### config.mk
export PLATFORM = sky130hd
export DESIGN_NAME = hub_pwr_led_ctrl
export DESIGN_NICKNAME = d
export VERILOG_FILES = /design/src/rtl/hub_pwr_pkg.sv /design/src/rtl/hub_oc_filter.sv /design/src/rtl/hub_port_ctl.sv /design/src/rtl/hub_pwr_led_ctrl.sv
export SDC_FILE = /design/constraint.sdc
export NUM_CORES = 1
export LEC_CHECK = 0
export BUFFER_PORTS_ARGS = -buffer_cell sky130_fd_sc_hd__buf_2
export CORE_ASPECT_RATIO = 0.7
export CORE_MARGIN = 5
export CORE_UTILIZATION = 49
export CTS_CLUSTER_DIAMETER = 30
export CTS_CLUSTER_SIZE = 30
export DETAILED_ROUTE_END_ITERATION = 10
export HOLD_SLACK_MARGIN = 0.1
export PLACE_DENSITY_LB_ADDON = 0.12
export SYNTH_ARGS = -nofsm -noshare
export SYNTH_HDL_FRONTEND = slang
export SYNTH_SLANG_ARGS = --single-unit
### constraint.sdc
create_clock -name clk -period 1.6 [get_ports clk]
set_clock_uncertainty 0.2 [all_clocks]
set_input_delay 0.08 -clock clk [delete_from_list [all_inputs] [get_ports clk]]
set_output_delay 0.08 -clock clk [all_outputs]
set_load 0.05 [all_outputs]
### src/rtl/hub_pwr_pkg.sv
package hub_pwr_pkg;

    localparam int unsigned HUB_DS_PORTS = 4;

    typedef logic [HUB_DS_PORTS-1:0] port_vec_t;

    typedef struct packed {
        port_vec_t flag;
        port_vec_t lock;
        port_vec_t pwr_n;
        logic      root_led_n;
        port_vec_t led_n;
    } hub_ctl_state_t;

endpackage

### src/rtl/hub_oc_filter.sv
module hub_oc_filter #(
    parameter int unsigned FILT_CYC = 8
) (
    input  logic clk,
    input  logic rst_n,
    input  logic oc_n_i,
    output logic fault_o
);

    localparam int unsigned CW = $clog2(FILT_CYC + 1);
    localparam logic [CW-1:0] CNT_MAX = CW'(FILT_CYC);

    typedef struct packed {
        logic [1:0]    sync;
        logic [CW-1:0] cnt;
    } filt_state_t;

    filt_state_t state_d, state_q;

    always_comb begin
        state_d      = state_q;
        state_d.sync = {state_q.sync[0], oc_n_i};
        if (!state_q.sync[1]) begin
            state_d.cnt = (state_q.cnt == CNT_MAX) ? CNT_MAX : state_q.cnt + 1'b1;
        end else begin
            state_d.cnt = '0;
        end
    end

    always_ff @(posedge clk or negedge rst_n) begin
        if (!rst_n) begin
            state_q.sync <= 2'b11;
            state_q.cnt  <= '0;
        end else begin
            state_q <= state_d;
        end
    end

    assign fault_o = (state_q.cnt == CNT_MAX);

    // a fault can only appear after the synchronised line was low
    assert_fault_after_low_R4: assert property (@(posedge clk) disable iff (!rst_n)
        $rose(fault_o) |-> !$past(state_q.sync[1]));

    // a high synchronised level removes the fault on the next edge
    assert_fault_drops_R4: assert property (@(posedge clk) disable iff (!rst_n)
        state_q.sync[1] |=> !fault_o);

endmodule

### src/rtl/hub_port_ctl.sv
module hub_port_ctl
    import hub_pwr_pkg::*;
(
    input  logic      clk,
    input  logic      rst_n,
    input  logic      gang_i,
    input  logic      hub_reset_i,
    input  logic      hub_suspend_i,
    input  logic      root_busy_i,
    input  port_vec_t port_en_i,
    input  port_vec_t port_busy_i,
    input  port_vec_t fault_i,
    input  port_vec_t flag_clr_i,
    output port_vec_t pwr_en_n_o,
    output logic      root_led_n_o,
    output port_vec_t port_led_n_o,
    output port_vec_t oc_flag_o
);

    hub_ctl_state_t state_d, state_q;
    port_vec_t      on_v;
    logic           gang_on;

    always_comb begin
        state_d = state_q;
        for (int i = 0; i < HUB_DS_PORTS; i++) begin
            state_d.flag[i] = fault_i[i] | (state_q.flag[i] & ~flag_clr_i[i]);
            state_d.lock[i] = state_d.flag[i] |
                              (state_q.lock[i] & (gang_i ? (|port_en_i) : port_en_i[i]));
        end
        gang_on = (|port_en_i) & ~(|state_d.lock);
        for (int i = 0; i < HUB_DS_PORTS; i++) begin
            on_v[i]          = gang_i ? gang_on : (port_en_i[i] & ~state_d.lock[i]);
            state_d.pwr_n[i] = hub_reset_i | ~on_v[i];
            state_d.led_n[i] = hub_reset_i | hub_suspend_i | port_busy_i[i] | ~on_v[i];
        end
        state_d.root_led_n = hub_reset_i | hub_suspend_i | root_busy_i;
    end

    always_ff @(posedge clk or negedge rst_n) begin
        if (!rst_n) begin
            state_q.flag       <= '0;
            state_q.lock       <= '0;
            state_q.pwr_n      <= '1;
            state_q.root_led_n <= 1'b1;
            state_q.led_n      <= '1;
        end else begin
            state_q <= state_d;
        end
    end

    assign pwr_en_n_o   = state_q.pwr_n;
    assign root_led_n_o = state_q.root_led_n;
    assign port_led_n_o = state_q.led_n;
    assign oc_flag_o    = state_q.flag;

    assert_reset_dark_R8: assert property (@(posedge clk) disable iff (!rst_n)
        hub_reset_i |=> ((&pwr_en_n_o) && root_led_n_o && (&port_led_n_o)));

    assert_gang_equal_R3: assert property (@(posedge clk) disable iff (!rst_n)
        $past(gang_i) |-> (pwr_en_n_o == '0 || pwr_en_n_o == '1));

    assert_root_led_off_R9: assert property (@(posedge clk) disable iff (!rst_n)
        $past(hub_suspend_i || root_busy_i) |-> root_led_n_o);

    for (genvar g = 0; g < HUB_DS_PORTS; g++) begin : g_chk
        assert_fault_kills_power_R5: assert property (@(posedge clk) disable iff (!rst_n)
            fault_i[g] |=> (pwr_en_n_o[g] && oc_flag_o[g]));

        assert_flag_sticky_R6: assert property (@(posedge clk) disable iff (!rst_n)
            $fell(oc_flag_o[g]) |-> ($past(flag_clr_i[g]) && !$past(fault_i[g])));

        assert_led_needs_power_R10: assert property (@(posedge clk) disable iff (!rst_n)
            !port_led_n_o[g] |-> !pwr_en_n_o[g]);
    end

endmodule

### src/rtl/hub_pwr_led_ctrl.sv
module hub_pwr_led_ctrl
    import hub_pwr_pkg::*;
#(
    parameter int unsigned FILT_CYC = 8
) (
    input  logic       clk,
    input  logic       rst_n,
    input  logic       gang_mode,
    input  logic       hub_reset,
    input  logic       hub_suspend,
    input  logic       root_busy,
    input  logic [3:0] port_en,
    input  logic [3:0] port_busy,
    input  logic [3:0] oc_sense_n,
    input  logic [3:0] flag_clr,
    output logic [3:0] pwr_en_n,
    output logic       root_led_n,
    output logic [3:0] port_led_n,
    output logic [3:0] oc_flag
);

    port_vec_t fault_v;

    for (genvar g = 0; g < HUB_DS_PORTS; g++) begin : g_filt
        hub_oc_filter #(
            .FILT_CYC (FILT_CYC)
        ) filt_i (
            .clk     (clk),
            .rst_n   (rst_n),
            .oc_n_i  (oc_sense_n[g]),
            .fault_o (fault_v[g])
        );
    end

    hub_port_ctl ctl_i (
        .clk           (clk),
        .rst_n         (rst_n),
        .gang_i        (gang_mode),
        .hub_reset_i   (hub_reset),
        .hub_suspend_i (hub_suspend),
        .root_busy_i   (root_busy),
        .port_en_i     (port_en),
        .port_busy_i   (port_busy),
        .fault_i       (fault_v),
        .flag_clr_i    (flag_clr),
        .pwr_en_n_o    (pwr_en_n),
        .root_led_n_o  (root_led_n),
        .port_led_n_o  (port_led_n),
        .oc_flag_o     (oc_flag)
    );

endmodule

==> summary.md <==
| Metric | Value |
|---|---|
| Status | `complete, but fails checks` |
| Violated checks | `setup timing` |
| Syn nets | `191` |
| Mapped Cells | `161` |
| Worst vdd ir | `684 uV` |
| Post-route ant nets | `0` |
| Hold Vio Cnt, Final | `0` |
| Initial Util | `0.518` |
| Top cells by count, synth | `24 x dfrtp_1, 17 x dfstp_2, 12 x buf_4, 12 x nand2_1` |
| Worst setup margin | `-0.182 ns` |
| Least-Margin Pin Slew | `0.486 ns` |
| HP Class | `primary input to asynchronous set/reset pin` |
| Worst-path clk slew | `0.08 ns` |
| GRT Util Overall | `0.168` |
| Max Buffers Root-to-Sink | `2` |
| Worst path required time | `1.62 ns` |
| Overflow after GRT | `0` |
| Drt drc | `0` |
| Share of layout cells above drive strength 1 | `0.427` |
| Synth Flop Type | `dfrtp_1` |
| Placed cell area | `0.00221 mm^2` |
| Vias per cell | `4.94` |
| Pin count of the biggest net entering global routing | `22` |
| Filler cells | `236` |
| Avg WL per Cell | `13.5 um` |
| Cell taking the most area after synthesis | `dfrtp_1` |
| Highest clock rate | `561 MHz` |
| Max_cap viols | `0` |
| # IOs | `35` |
| DRT Pass-1 Iters | `4` |
| GP Congestion | `0.763` |
| Via count | `1462` |
| Num CTS Buffers | `5` |
| Post-synth EDFFs | `0` |
| CP endpoint kind | `flip-flop` |
| Area of the die | `0.00513 mm^2` |
| YS warnings | `0` |
| Relative slew margins | `0.676` |
| Unrepaired setup endpoints after global routing | `true` |
| Design area | `0.00262 mm^2` |
| Die H | `61.5 um` |
| Final setup fails | `8` |
| CTS Sinks | `41` |
| Worst-Skew Late Latency | `0.29 ns` |
| Crit share post-route | `1.11` |
| Initial antenna violation count | `0` |
| PD cells | `841 mW/mm^2` |
| Die width | `83.5 um` |
| TritonCTS clock tree | `yes` |
| WS Path Type | `flip-flop to flip-flop` |
| Most common cell in the netlist | `dfrtp_1` |
| Syn avg cell area | `11.5 um^2` |
| FF+latch count, synth | `41` |
| Seq/Total Area, Yosys | `0.565` |
| Number of global-route vias before repair | `1481` |
| CP Launch Type | `flip-flop` |
| TNS Setup | `-1.26 ns` |
| Global-route wire length before repair | `6.69 mm` |
| Crit Path Max Fanout | `5` |
| Root buf cell | `clkbuf_8` |
| Post-synthesis cell area | `0.00185 mm^2` |
| ANT cells | `0` |
| Crit path DAT | `1.80 ns` |
| DP Wirelength | `2.71 mm` |
| H-tree depth | `2` |
| Total core area | `0.00358 mm^2` |
| Area Overhead vs Synth | `41.4%` |
| Post-synth ARST share | `1.00` |
| Row cnt | `18` |
| Tmin final | `1.78 ns` |
| Post-synth top area share | `0.324` |
| Leakage | `1.22 nW` |
| Routed wire length | `3.99 mm` |
| Max-slew violations | `0` |
| Unique cell type count in the Yosys netlist | `36` |
| Total Nets Final | `275` |
| # port buffers | `34` |
| DRT iter0 DRCs | `70` |
| Area contributors post-synth | `dfrtp_1 32%, dfstp_2 24%, ha_1 5.4%` |
[sequential cells by signal, summed over array words and instances, names as in the netlist]
register	count
ctl_i.oc_flag_o	4
ctl_i.root_led_n_o	1
ctl_i.state_q	4
ctl_i.pwr_en_n_o	4
g_filt.filt_i.state_d	4
g_filt.filt_i.state_q	20
ctl_i.port_led_n_o	4
[repair_timing]
action,in CTS,in global routing
gates resized for setup,3,8
hold buffers,24,1
setup buffers,3,3
endpoints found under the hold margin,52,2
setup endpoints to repair,8,11
pin swaps,3,3
[kinds of logic (layout without fill, tap and decap cells)]
logic type                 count (synthesis)  count (layout)  synth area share
AOI/OAI and AO/OA                         22              22            0.0918
muxes                                      4               4            0.0223
and+or+nand+nor                           57              57             0.173
adders and majority gates                  8               8            0.0540
DFF                                       41              41             0.565
xor gates and xnor gates                   4               4            0.0189
buffers and inverters                     25             110            0.0749
[final cells by class]
| type | count | area (um^2) | area share |
|---|---|---|---|
| Clock buffer | 8 | 90.1 | 0.0344 |
| Tap cell | 50 | 62.6 | 0.0239 |
| Sequential cell | 41 | 1050 | 0.400 |
| Inverter | 11 | 41.3 | 0.0158 |
| Timing Repair Buffer | 91 | 673 | 0.257 |
| Multi-Input combinational cell | 95 | 707 | 0.270 |
[worst max-delay path, stage by stage (launching register included)]
cell	delay, ns
dfrtp_1	0.35
inv_1	0.05
ha_2	0.18
nand3b_1	0.11
nand4_1	0.19
o41ai_4	0.38
buf_4	0.19
nand2_1	0.05
[worst paths after layout]
path | start | endpoint | slack, ns | cells past startpoint
setup / recovery | g_filt[3].filt_i.state_q[1] | ctl_i.port_led_n_o[0] | -0.18 | 7
hold / removal | rst_n | g_filt[2].filt_i.state_q[0] | 0.08 | 2
setup reg to reg | g_filt[3].filt_i.state_q[1] | ctl_i.port_led_n_o[0] | -0.18 | 7
hold reg to reg | g_filt[2].filt_i.state_d[5] | g_filt[2].filt_i.state_q[5] | 0.16 | 0
max in group asynchronous | rst_n | ctl_i.pwr_en_n_o[3] | 0.57 | 3
min in group clk | gang_mode | ctl_i.pwr_en_n_o[1] | 0.13 | 5
[per-stage QoR]
step / worst slack (ns) / power [mW] / hold slack (ns) / utilization / instances
final: -0.182 / 2.20 / 0.0763 / 0.732 / 296
after global routing: -0.301 / 2.30 / 0.132 / 0.732 / 296
after CTS: -0.206 / 2.21 / 0.0879 / 0.718 / 293
after detailed placement: -0.201 / 1.47 / -0.126 / 0.617 / 258
after global placement: -0.121 / 1.46 / -0.140 / 0.617 / 258
after floorplan: -0.0775 / 1.35 / -0.416 / - / 161
[metal layers]
metal / vias to the layer above / GRT usage / part of all wire
met5: - / 0 / 0
met4: 0 / 0.0596 / 0.0078
met3: 4 / 0.0495 / 0.045
met2: 27 / 0.300 / 0.49
met1: 723 / 0.201 / 0.46
li1: 708 / - / -
[cells in the final DEF, fill, tap and decap left out, types with 2 or more instances in the layout]
cell type and count:
a41oi_1 3, nor2b_1 5, nand3_1 5, mux2i_1 3
ha_1 4, xor2_1 4, clkbuf_8 6, nor4_1 3
dlygate4sd3_1 23, o211ai_1 2, inv_1 10, o21ai_0 5
nand2b_1 4, ha_2 4, nor2_1 11, buf_4 32
a21oi_1 4, nand2_2 2, nor3_1 2, nand2_1 10
nand3b_1 4, clkbuf_1 2, nor3b_1 3, buf_2 34
dfstp_2 17, dfrtp_1 24
[power breakdown]
part	internal [mW]	switching, mW
clock network	0.352	0.338
registers	1.11	0.0280
logic	0.177	0.199
total	1.64	0.566
Power figures use the tool's default switching activity.
